$ cat src/rtl/uart_int_pkg.sv
// Shared constants for the interrupt identification logic.
// Assumes an 8-bit identification register whose low three bits carry the code.
package uart_int_pkg;
    localparam int CODE_W = 8;
    localparam int EN_W   = 3;
    localparam int EN_RX  = 0;
    localparam int EN_TX  = 1;
    localparam int EN_MS  = 2;

    localparam logic [CODE_W-1:0] CODE_RX    = 8'h04;
    localparam logic [CODE_W-1:0] CODE_TX    = 8'h02;
    localparam logic [CODE_W-1:0] CODE_MS    = 8'h06;
    localparam logic [CODE_W-1:0] CODE_BRK   = 8'h00;
    localparam logic [CODE_W-1:0] CODE_NONE  = 8'h01;
    localparam logic [2:0]        ID_TX_LOW  = 3'b010;
endpackage

$ cat src/rtl/uart_tx_pend.sv
// Tracks the transmit-pending flag and the holding/transmitter empty bits.
// Assumes one-cycle strobes. Order within a cycle: transmit write, then
// completion, then the clear from an identification read, then the set from an enable write.
module uart_tx_pend (
    input  logic clk,
    input  logic rst_n,
    input  logic tx_wr,
    input  logic tx_done,
    input  logic rd_clr,
    input  logic en_wr,
    output logic pend,
    output logic thre,
    output logic temt
);
    // Update the pending flag and empty status from the strobes.
    always_ff @(posedge clk) begin
        if (!rst_n) begin
            pend <= 1'b0;
            thre <= 1'b1;
            temt <= 1'b1;
        end else if (tx_wr) begin
            pend <= 1'b0;
            thre <= 1'b0;
            temt <= 1'b0;
        end else if (tx_done) begin
            pend <= 1'b1;
            thre <= 1'b1;
            temt <= 1'b1;
        end else if (rd_clr) begin
            pend <= 1'b0;
        end else if (en_wr && thre) begin
            pend <= 1'b1;
        end
    end
endmodule

$ cat src/rtl/uart_modem_flag.sv
// Holds the modem-change pending flag.
// A new event in the same cycle as a read wins, so that no change is lost.
module uart_modem_flag (
    input  logic clk,
    input  logic rst_n,
    input  logic evt,
    input  logic rd,
    output logic chg
);
    // Set on an event, clear on any identification read.
    always_ff @(posedge clk) begin
        if (!rst_n)   chg <= 1'b0;
        else if (evt) chg <= 1'b1;
        else if (rd)  chg <= 1'b0;
    end
endmodule

$ cat src/rtl/uart_int_prio.sv
// Combinational fixed-priority encoder: receive data, then transmit empty,
// then modem change, then break-only, else no interrupt.
module uart_int_prio
    import uart_int_pkg::*;
(
    input  logic [EN_W-1:0]   en,
    input  logic              rx_ready,
    input  logic              tx_pend,
    input  logic              ms_chg,
    input  logic              brk,
    output logic [CODE_W-1:0] code
);
    // Pick the highest enabled source.
    always_comb begin
        if (rx_ready && en[EN_RX])     code = CODE_RX;
        else if (tx_pend && en[EN_TX]) code = CODE_TX;
        else if (ms_chg && en[EN_MS])  code = CODE_MS;
        else if (brk)                  code = CODE_BRK;
        else                           code = CODE_NONE;
    end
endmodule

$ cat src/rtl/uart_int_ident.sv
// Interrupt identification top. The code is combinational and follows its
// inputs in the same cycle. The request line is registered one cycle behind it.
// Assumes all strobes last exactly one clock.
module uart_int_ident
    import uart_int_pkg::*;
(
    input  logic              clk,
    input  logic              rst_n,
    input  logic [EN_W-1:0]   int_en,
    input  logic              rx_ready,
    input  logic              brk_ind,
    input  logic              en_wr,
    input  logic              tx_wr,
    input  logic              tx_done,
    input  logic              iir_rd,
    input  logic              modem_evt,
    output logic [CODE_W-1:0] iir_code,
    output logic              irq,
    output logic              thr_empty,
    output logic              tx_empty
);
    logic tx_pend;
    logic ms_chg;
    logic rd_tx_clr;

    // A read clears the transmit flag only if it reports that source.
    assign rd_tx_clr = iir_rd && (iir_code[2:0] == ID_TX_LOW);

    uart_tx_pend u_tx (
        .clk    (clk),
        .rst_n  (rst_n),
        .tx_wr  (tx_wr),
        .tx_done(tx_done),
        .rd_clr (rd_tx_clr),
        .en_wr  (en_wr),
        .pend   (tx_pend),
        .thre   (thr_empty),
        .temt   (tx_empty)
    );

    uart_modem_flag u_ms (
        .clk  (clk),
        .rst_n(rst_n),
        .evt  (modem_evt),
        .rd   (iir_rd),
        .chg  (ms_chg)
    );

    uart_int_prio u_prio (
        .en      (int_en),
        .rx_ready(rx_ready),
        .tx_pend (tx_pend),
        .ms_chg  (ms_chg),
        .brk     (brk_ind),
        .code    (iir_code)
    );

    // Register the request so that it carries no glitches.
    always_ff @(posedge clk) begin
        if (!rst_n) irq <= 1'b0;
        else        irq <= (iir_code != CODE_NONE);
    end
endmodule

$ cat config.mk
export PLATFORM = sky130hd
export DESIGN_NAME = uart_int_ident
export DESIGN_NICKNAME = d
export VERILOG_FILES = /design/src/rtl/uart_int_pkg.sv /design/src/rtl/uart_tx_pend.sv /design/src/rtl/uart_modem_flag.sv /design/src/rtl/uart_int_prio.sv /design/src/rtl/uart_int_ident.sv
export SDC_FILE = /design/constraint.sdc
export NUM_CORES = 1
export LEC_CHECK = 0
export ABC_AREA = 1
export CORE_AREA = 2 2 39 41
export CTS_CLUSTER_SIZE = 40
export DETAILED_ROUTE_END_ITERATION = 7
export DIE_AREA = 0 0 41 43
export PLACE_DENSITY_LB_ADDON = 0.15
export SLEW_MARGIN = 30
export SYNTH_ARGS = -nofsm -noshare
export SYNTH_HDL_FRONTEND = slang
export SYNTH_SLANG_ARGS = --single-unit
$ cat constraint.sdc
create_clock -name clk -period 1.1 [get_ports clk]
set_input_delay 0.22 -clock clk [delete_from_list [all_inputs] [get_ports clk]]
set_output_delay 0.22 -clock clk [all_outputs]
set_load 0.05 [all_outputs]
-- Word level (Yosys, flattened, before mapping)
Cells that the tools add are included.
- reductions and logical operators: 9
- mux-type cells: 11
- bitwise logic cells: 1
- equal/unequal tests: 2
- operators by type and width (operator ; count):
    $mux 8 ; 3
    $mux 1 ; 8
    $ne 8x1->1 const B ; 1
    $logic_and 1x1->1 ; 5
    $reduce_bool 2->1 ; 2
    $eq 3x2->1 const B ; 1
    $reduce_bool 3->1 ; 1
    $reduce_or 2->1 ; 1
    $not 1->1 ; 1
- bits in registers: 4
- input bits: 12
- output and inout bits: 11

-- Longest topological paths before layout
Gate-level depths: netlist (run 1).
- word-level depth: 8
- mapped depth: 5
- gate-level depth less buffers: 5

-- Hierarchy
A second synthesis (run 1) with hierarchy kept.
- cell total of the unflattened synthesis: 50
- area total of the unflattened synthesis: 304.0 µm²
- by module, submodules not included (module ; cells each ; area an instance (µm²) ; times used):
    uart_int_prio ; 17 ; 96.3 ; 1
    uart_tx_pend ; 14 ; 95.1 ; 1
    uart_int_ident ; 13 ; 68.8 ; 1
    uart_modem_flag ; 6 ; 43.8 ; 1

-- Worst setup path after synthesis (run 1)
Ideal clock, no wire load.
- kind: register -> output
- start point: register u_tx.pend
- end point: output port iir_code[1]
- cell stages (with the launch flop): 3
- path buffers: 0
- slack: -0.308 ns
- data arrival time: 1.188 ns
- path through: dfxtp_1 > nand2_2 > a21oi_1
- longest elaborated chain between the ends: 3
- ends and longest elaborated chain (item ; line ; source):
    from (decl) ; uart_tx_pend.sv:11 ; output logic pend,
    from (signal assigned) ; uart_tx_pend.sv:18 ; pend <= 1'b0;
    from (signal assigned) ; uart_tx_pend.sv:22 ; pend <= 1'b0;
    from (signal assigned) ; uart_tx_pend.sv:26 ; pend <= 1'b1;
    $logic_and 1x1->1 ; uart_int_prio.sv:16 ; else if (tx_pend && en[EN_TX]) code = CODE_TX;
    $mux 8 ; uart_int_prio.sv:16 ;
    $mux 8 ; uart_int_prio.sv:15 ; if (rx_ready && en[EN_RX]) code = CODE_RX;
    to (decl) ; uart_int_ident.sv:17 ; output logic [CODE_W-1:0] iir_code,
No other way between the ends.

-- Worst setup path in the final report (run 1)
- start point: register u_ms.chg
- end point: output port iir_code[0]
- longest elaborated chain between the ends: 4
- ends and longest elaborated chain (item ; line ; source):
    from (decl) ; uart_modem_flag.sv:8 ; output logic chg
    from (signal assigned) ; uart_modem_flag.sv:12 ; if (!rst_n) chg <= 1'b0;
    from (signal assigned) ; uart_modem_flag.sv:13 ; else if (evt) chg <= 1'b1;
    from (signal assigned) ; uart_modem_flag.sv:14 ; else if (rd) chg <= 1'b0;
    $logic_and 1x1->1 ; uart_int_prio.sv:17 ; else if (ms_chg && en[EN_MS]) code = CODE_MS;
    $mux 8 ; uart_int_prio.sv:17 ;
    $mux 8 ; uart_int_prio.sv:16 ;
    $mux 8 ; uart_int_prio.sv:15 ;
No other way between the ends.

==> metrics, run 1 <==
Critical Path End Type=output port; gpl congestion=about 0.6; WP data required=0.88 ns; Non-Filler Instances=75; Tot Pwr=~0.63 mW; Routed WL per cell=a little under 10 um; Die Y=between 40 and 50 um; violated checks=negative setup slack; vias in the first global route=279; status=finished with violations; peak supply drop=between 0.5 and 0.6 mV; Vias/cell=~3.7; CP max FO=2; crit path time final=between 1 and 1.5 ns; Nets=73; clock sink count=4; setup ws final=-0.1630 ns; pre-CTS worst setup slack=-0.3122 ns; Synth top area share=between 30% and 40%; Initial Util=about 19%; Gate Count Post-Synth=35; Worst path top cell family by delay=flip-flops; final WL=727 um; H-tree Lvls=1; placed cell count=68; Leak=approximately 0.30 nW; CP Launch Type=register; crit path DAT=between 1 and 1.5 ns; io pins=23; power density cells=1094 mW/mm^2; placed inst area=496.7 sq um; Area Overhead vs Synth=123.4%; grt ovf=0; RSZ-0062 raised after global routing=true; syn_area_per_cell=7.328 sq um; Clock Tree Buf Depth=2; top post-synthesis cells by area=dfxtp_1 (31%), buf_4 (18%), nand2_1 (8.8%), nand2_2 (7.3%), nor3_4 (6.3%); drt first pass iters=2; Hold/Removal Path Class=input pin to register; design area=between 500 and 600 sq um; core area=between 0.001 and 0.0015 sq mm; Buf/Inv on CP=1; crit share post-route=114.8%; final hold viol count=0; port bufs=17; post-layout util=~41%; clock-pin transition on the worst setup and hold timing paths=0.04 ns; cts hold-fix bufs=0; Slowest-stage cell, CP=dfxtp_2; Cell variety after synth=15; antenna violations before repair=0; Post-Syn Area=about 260 sq um; Max Fclk=about 790 MHz; CP Cell Sequence=nand2_4 -> nand2_4 -> nor3_4 -> buf_12; area leader, netlist=dfxtp_1; worst-skew pair later-pin latency=between 0.2 and 0.25 ns; die width=between 40 and 50 um; die area=~0.0018 sq mm; Max stage delay on crit path=0.33 ns; most frequent cells in the layout=clkdlybuf4s50_1 (6), buf_12 (6), conb_1 (5), buf_4 (5); cts bufs inserted=3; 1st-iter DRT viols=4; DRC=0; Vias=~280; largest net degree at the start of global routing=5; # diodes=0; HPWL Detailed=523 um; proportion of layout cells with a drive suffix above 1=about 49%; critical setup path kind=register to output port; number of max-cap violations=0; number of max-slew violations in the final report=0; CTS tree=done; Routed Antenna Nets=0; Yosys reg bits=4; synth warn=0; global-route wire length before repair=approximately 1100 um; proportion of synthesized chip area in sequential cells=a little under a third; clock root cell=clkbuf_4; Setup-failing EPs final=3; total track usage=about 9%; Crit path top cell by count=nand2_4; clk_skew=between 0.00015 and 0.0002 ns; row count=14
[cells by family (layout without fill, tap and decap cells)]
logic type	after synthesis	in the layout	share of synthesized area (%)
and+or+nand+nor	14	14	29.76
buffers and inverters	11	31	24.87
AOI/OAI and AO/OA	5	5	12.68
DFF	4	4	31.22
other	1	5	1.462
[power by group]
group	internal, mW	switching [mW]
Sequential	0.157	0.0122
Combinational	0.126	0.148
Clock	0.122	0.0616
[Yosys cell counts]
library cell  number
nor2_2             1
nand2_2            3
a21o_2             1
o21ai_0            1
conb_1             1
inv_1              4
nand2_1            6
a21oi_1            2
inv_2              1
a21oi_2            1
nor2_1             2
nor3_4             1
buf_4              6
nand3_1            1
dfxtp_1            4
[worst paths after layout]
check / start / cells past startpoint / slack, ns / to
max: u_ms.chg / 4 / -0.16 / iir_code[0]
max reg2reg: u_ms.chg / 6 / 0.09 / irq
min reg2reg: u_tx.thre / 2 / 0.58 / u_tx.thre
min: brk_ind / 5 / 0.53 / irq
[metal layers]
metal  vias up  part of all wire (%)  track usage, %
li1        143                     -               -
met1       126                    33           11.65
met2         7                    62           12.81
met3         0                   4.7           1.571
met4         0                     0           8.000
met5         -                     0               0
[per-stage QoR]
step / hold slack, ns / setup TNS, ns
after floorplan: 0.2889 / -0.04984
after global placement: 0.5025 / -1.065
after detailed placement: 0.5089 / -1.118
after CTS: 0.5413 / -0.4521
after global routing: 0.5584 / -0.5568
final: 0.5290 / -0.4067
[final cells by class]
cell class              instances  area (sq um)
clock buffers                   3         22.52
well taps                      16         20.02
inverters                       5         18.77
multi-input cells              24         151.4
flip-flops and latches          4         83.83
repair buffers                 23         276.5
fillers                       142         810.8
[flip-flops by register name, indices dropped and copies added (netlist names)]
register,count
irq,1
u_ms.chg,1
u_tx.thre,1
u_tx.pend,1
[tightest hold or removal path, stage by stage]
cell and delay, ns:
dlymetal6s2s_1 0.13, nor3_4 0.07, buf_4 0.12, buf_4 0.12, nor2_2 0.06
[timing repair]
action | in CTS | in global routing
pin swaps | 5 | 3
setup buffers | 3 | 2
resized for setup | 10 | 3
hold endpoints to repair | 0 | 0
setup endpoints to repair | 3 | 4
No activity file was read; power rests on OpenSTA's default activity.
==> inputs of run 2 (changes only) <==
==> constraint.sdc (replaced) <==
create_clock -name clk -period 1.1 [get_ports clk]
set_input_delay 0.11 -clock clk [delete_from_list [all_inputs] [get_ports clk]]
set_output_delay 0.11 -clock clk [all_outputs]
set_load 0.05 [all_outputs]
==> metrics, run 2 (same netlist as run 1, synthesis figures left out) <==
Routed Antenna Nets=0; Initial Util=between 10% and 20%; # diodes=0; total track usage=under 10%; FF/Latch Area=~83 sq um; io pins=23; crit path time final=1.153 ns; placed cell count=roughly 70; row count=14; core area=approximately 0.0014 sq mm; gpl congestion=about 0.57; status=finished with violations; largest net degree at the start of global routing=5; Non-Filler Instances=71; CP Launch Type=input pin; Leak=approximately 0.27 nW; Critical Path Sink=iir_code[0]; design area=535.5 sq um; Max Fclk=867.6 MHz; placed inst area=approximately 500 sq um; CP max FO=2; pre-CTS worst setup slack=-0.09280 ns; Clock Tree Buf Depth=2; Buf/Inv on CP=3; worst-skew pair later-pin latency=roughly 0.23 ns; Critical Path Source=rx_ready; Nets=between 60 and 70; drt first pass iters=1; switching pwr=about 0.21 mW; cts hold-fix bufs=0; CP Cell Sequence=clkdlybuf4s50_1 -> nand2_2 -> inv_2 -> nor3_4 -> buf_12; clock power share=a little under a third; WHS=between 0.3 and 0.4 ns; Worst path top cell family by delay=buffers and inverters; Vias=250; Routed WL per cell=8.197 um; grt ovf=0; antenna violations before repair=0; number of max-cap violations=0; cts bufs inserted=3; die area=approximately 0.0018 sq mm; Max stage delay on crit path=just over 0.4 ns; clock root cell=clkbuf_4; proportion of layout cells with a drive suffix above 1=between 40% and 50%; power density cells=roughly 1100 mW/mm^2; number of max-slew violations in the final report=0; Filler cells=about 140; RSZ-0062 raised after global routing=true; crit path DAT=about 1.0 ns; Vias/cell=around 3.5; final hold viol count=0; critical setup path kind=input pin to output port; Slowest-stage cell, CP=clkdlybuf4s50_1; most common cell after layout, fill and taps aside=clkdlybuf4s50_1; Hold/Removal Path Class=input pin to register; DRC=0; flop2flop setup slack=around 0.19 ns; violated checks=negative setup slack; Pint=approximately 0.4 mW; Levels on crit path=5; Die Y=between 40 and 50 um; sequential power share=between 20% and 30%; CTS tree=done; most frequent cells in the layout=clkdlybuf4s50_1 (8), buf_12 (6), conb_1 (5), inv_1 (4), nand2_1 (4); setup ws final=-0.05259 ns; Area Overhead vs Synth=108.8%; final WL=about 580 um; clock sink count=4; R2R cell count=5; 1st-iter DRT viols=0; port bufs=17; FF-to-FF End=irq; peak supply drop=approximately 0.44 mV; die width=41 um; Switching Fraction=a little over a third; WP data required=between 0.9 and 1 ns; Setup-failing EPs final=1; Multi-input gate area=146.4 sq um; global-route wire length before repair=between 1000 and 1500 um; clock-pin transition on the worst setup and hold timing paths=~0.040 ns; vias in the first global route=273; Comb power frac=a little over two fifths; FF-to-FF Start=u_tx.pend; H-tree Lvls=1; Setup Buffers After CTS=0; clk_skew=0.003426 ns; crit share post-route=104.8%; Critical Path End Type=output port; HPWL Detailed=a little under 500 um
[run 2: changes by cell type in the layout (fill, tap and decap cells not counted)]
cell and change:
nand2_2 +1, nand2_4 -1, clkdlybuf4s50_1 +2, buf_4 -3, buf_6 -1, dfxtp_2 -1, dlygate4sd2_1 -2, dfxtp_1 +1
[run 2: metal layers]
| metal | vias up | wire (um) | part of all wire (%) | global-route usage (%) |
|---|---|---|---|---|
| li1 | 136 | - | - | - |
| met1 | 107 | 201 | 35 | 8.682 |
| met2 | 7 | 348 | 60 | 14.06 |
| met3 | 0 | 31 | 5.3 | 1.571 |
| met4 | 0 | 0 | 0 | 10.00 |
| met5 | - | 0 | 0 | 0 |
[run 2: worst min-delay path by stage]
| stage | from | end | slack [ns] | cells after the start |
|---|---|---|---|---|
| floorplan | rst_n | u_tx.thre | 0.18 | 1 |
| global placement | u_ms.chg | u_ms.chg | 0.50 | 2 |
| detailed placement | u_ms.chg | u_ms.chg | 0.51 | 2 |
| CTS | rst_n | u_tx.thre | 0.41 | 2 |
| global route | int_en[0] | u_tx.pend | 0.43 | 6 |
| finish | int_en[0] | irq | 0.38 | 6 |
[run 2: area by class of cell]
type,count,share of cell area (%)
clock buffers,3,4.206
inverters,5,3.505
multi-input cells,24,27.34
flip-flops and latches,4,15.42
well taps,16,3.738
repair buffers,19,45.79
[run 2: metrics by stage]
stage	setup TNS, ns	total power, mW	util, %
after detailed placement	-0.2586	0.4240	35.80
after floorplan	0	0.3133	-
after global placement	-0.2681	0.4247	35.80
final	-0.05259	0.6089	38.70
after global routing	-0.1789	0.6468	38.70
after CTS	-0.06902	0.6262	38.52
[run 2: repair_timing]
action	in CTS	in global routing
pin swaps	1	0
cloned	0	0
setup endpoints to repair	3	3
resized for setup	8	1
[run 2: worst register-to-register path: stages, from the launching register on]
cell and delay, ns:
dfxtp_2 0.32, nand2_4 0.07, nand2_2 0.07, nor3_4 0.17, buf_4 0.15, nor2_2 0.02
[run 2: power by group through the flow]
stage / Clock [mW] / Sequential (mW) / Combinational [mW]
finish: 0.184 / 0.168 / 0.256
CTS: 0.199 / 0.169 / 0.259
global placement: 0 / 0.169 / 0.256
global route: 0.208 / 0.170 / 0.269
detailed placement: 0 / 0.169 / 0.255
floorplan: 0 / 0.182 / 0.132
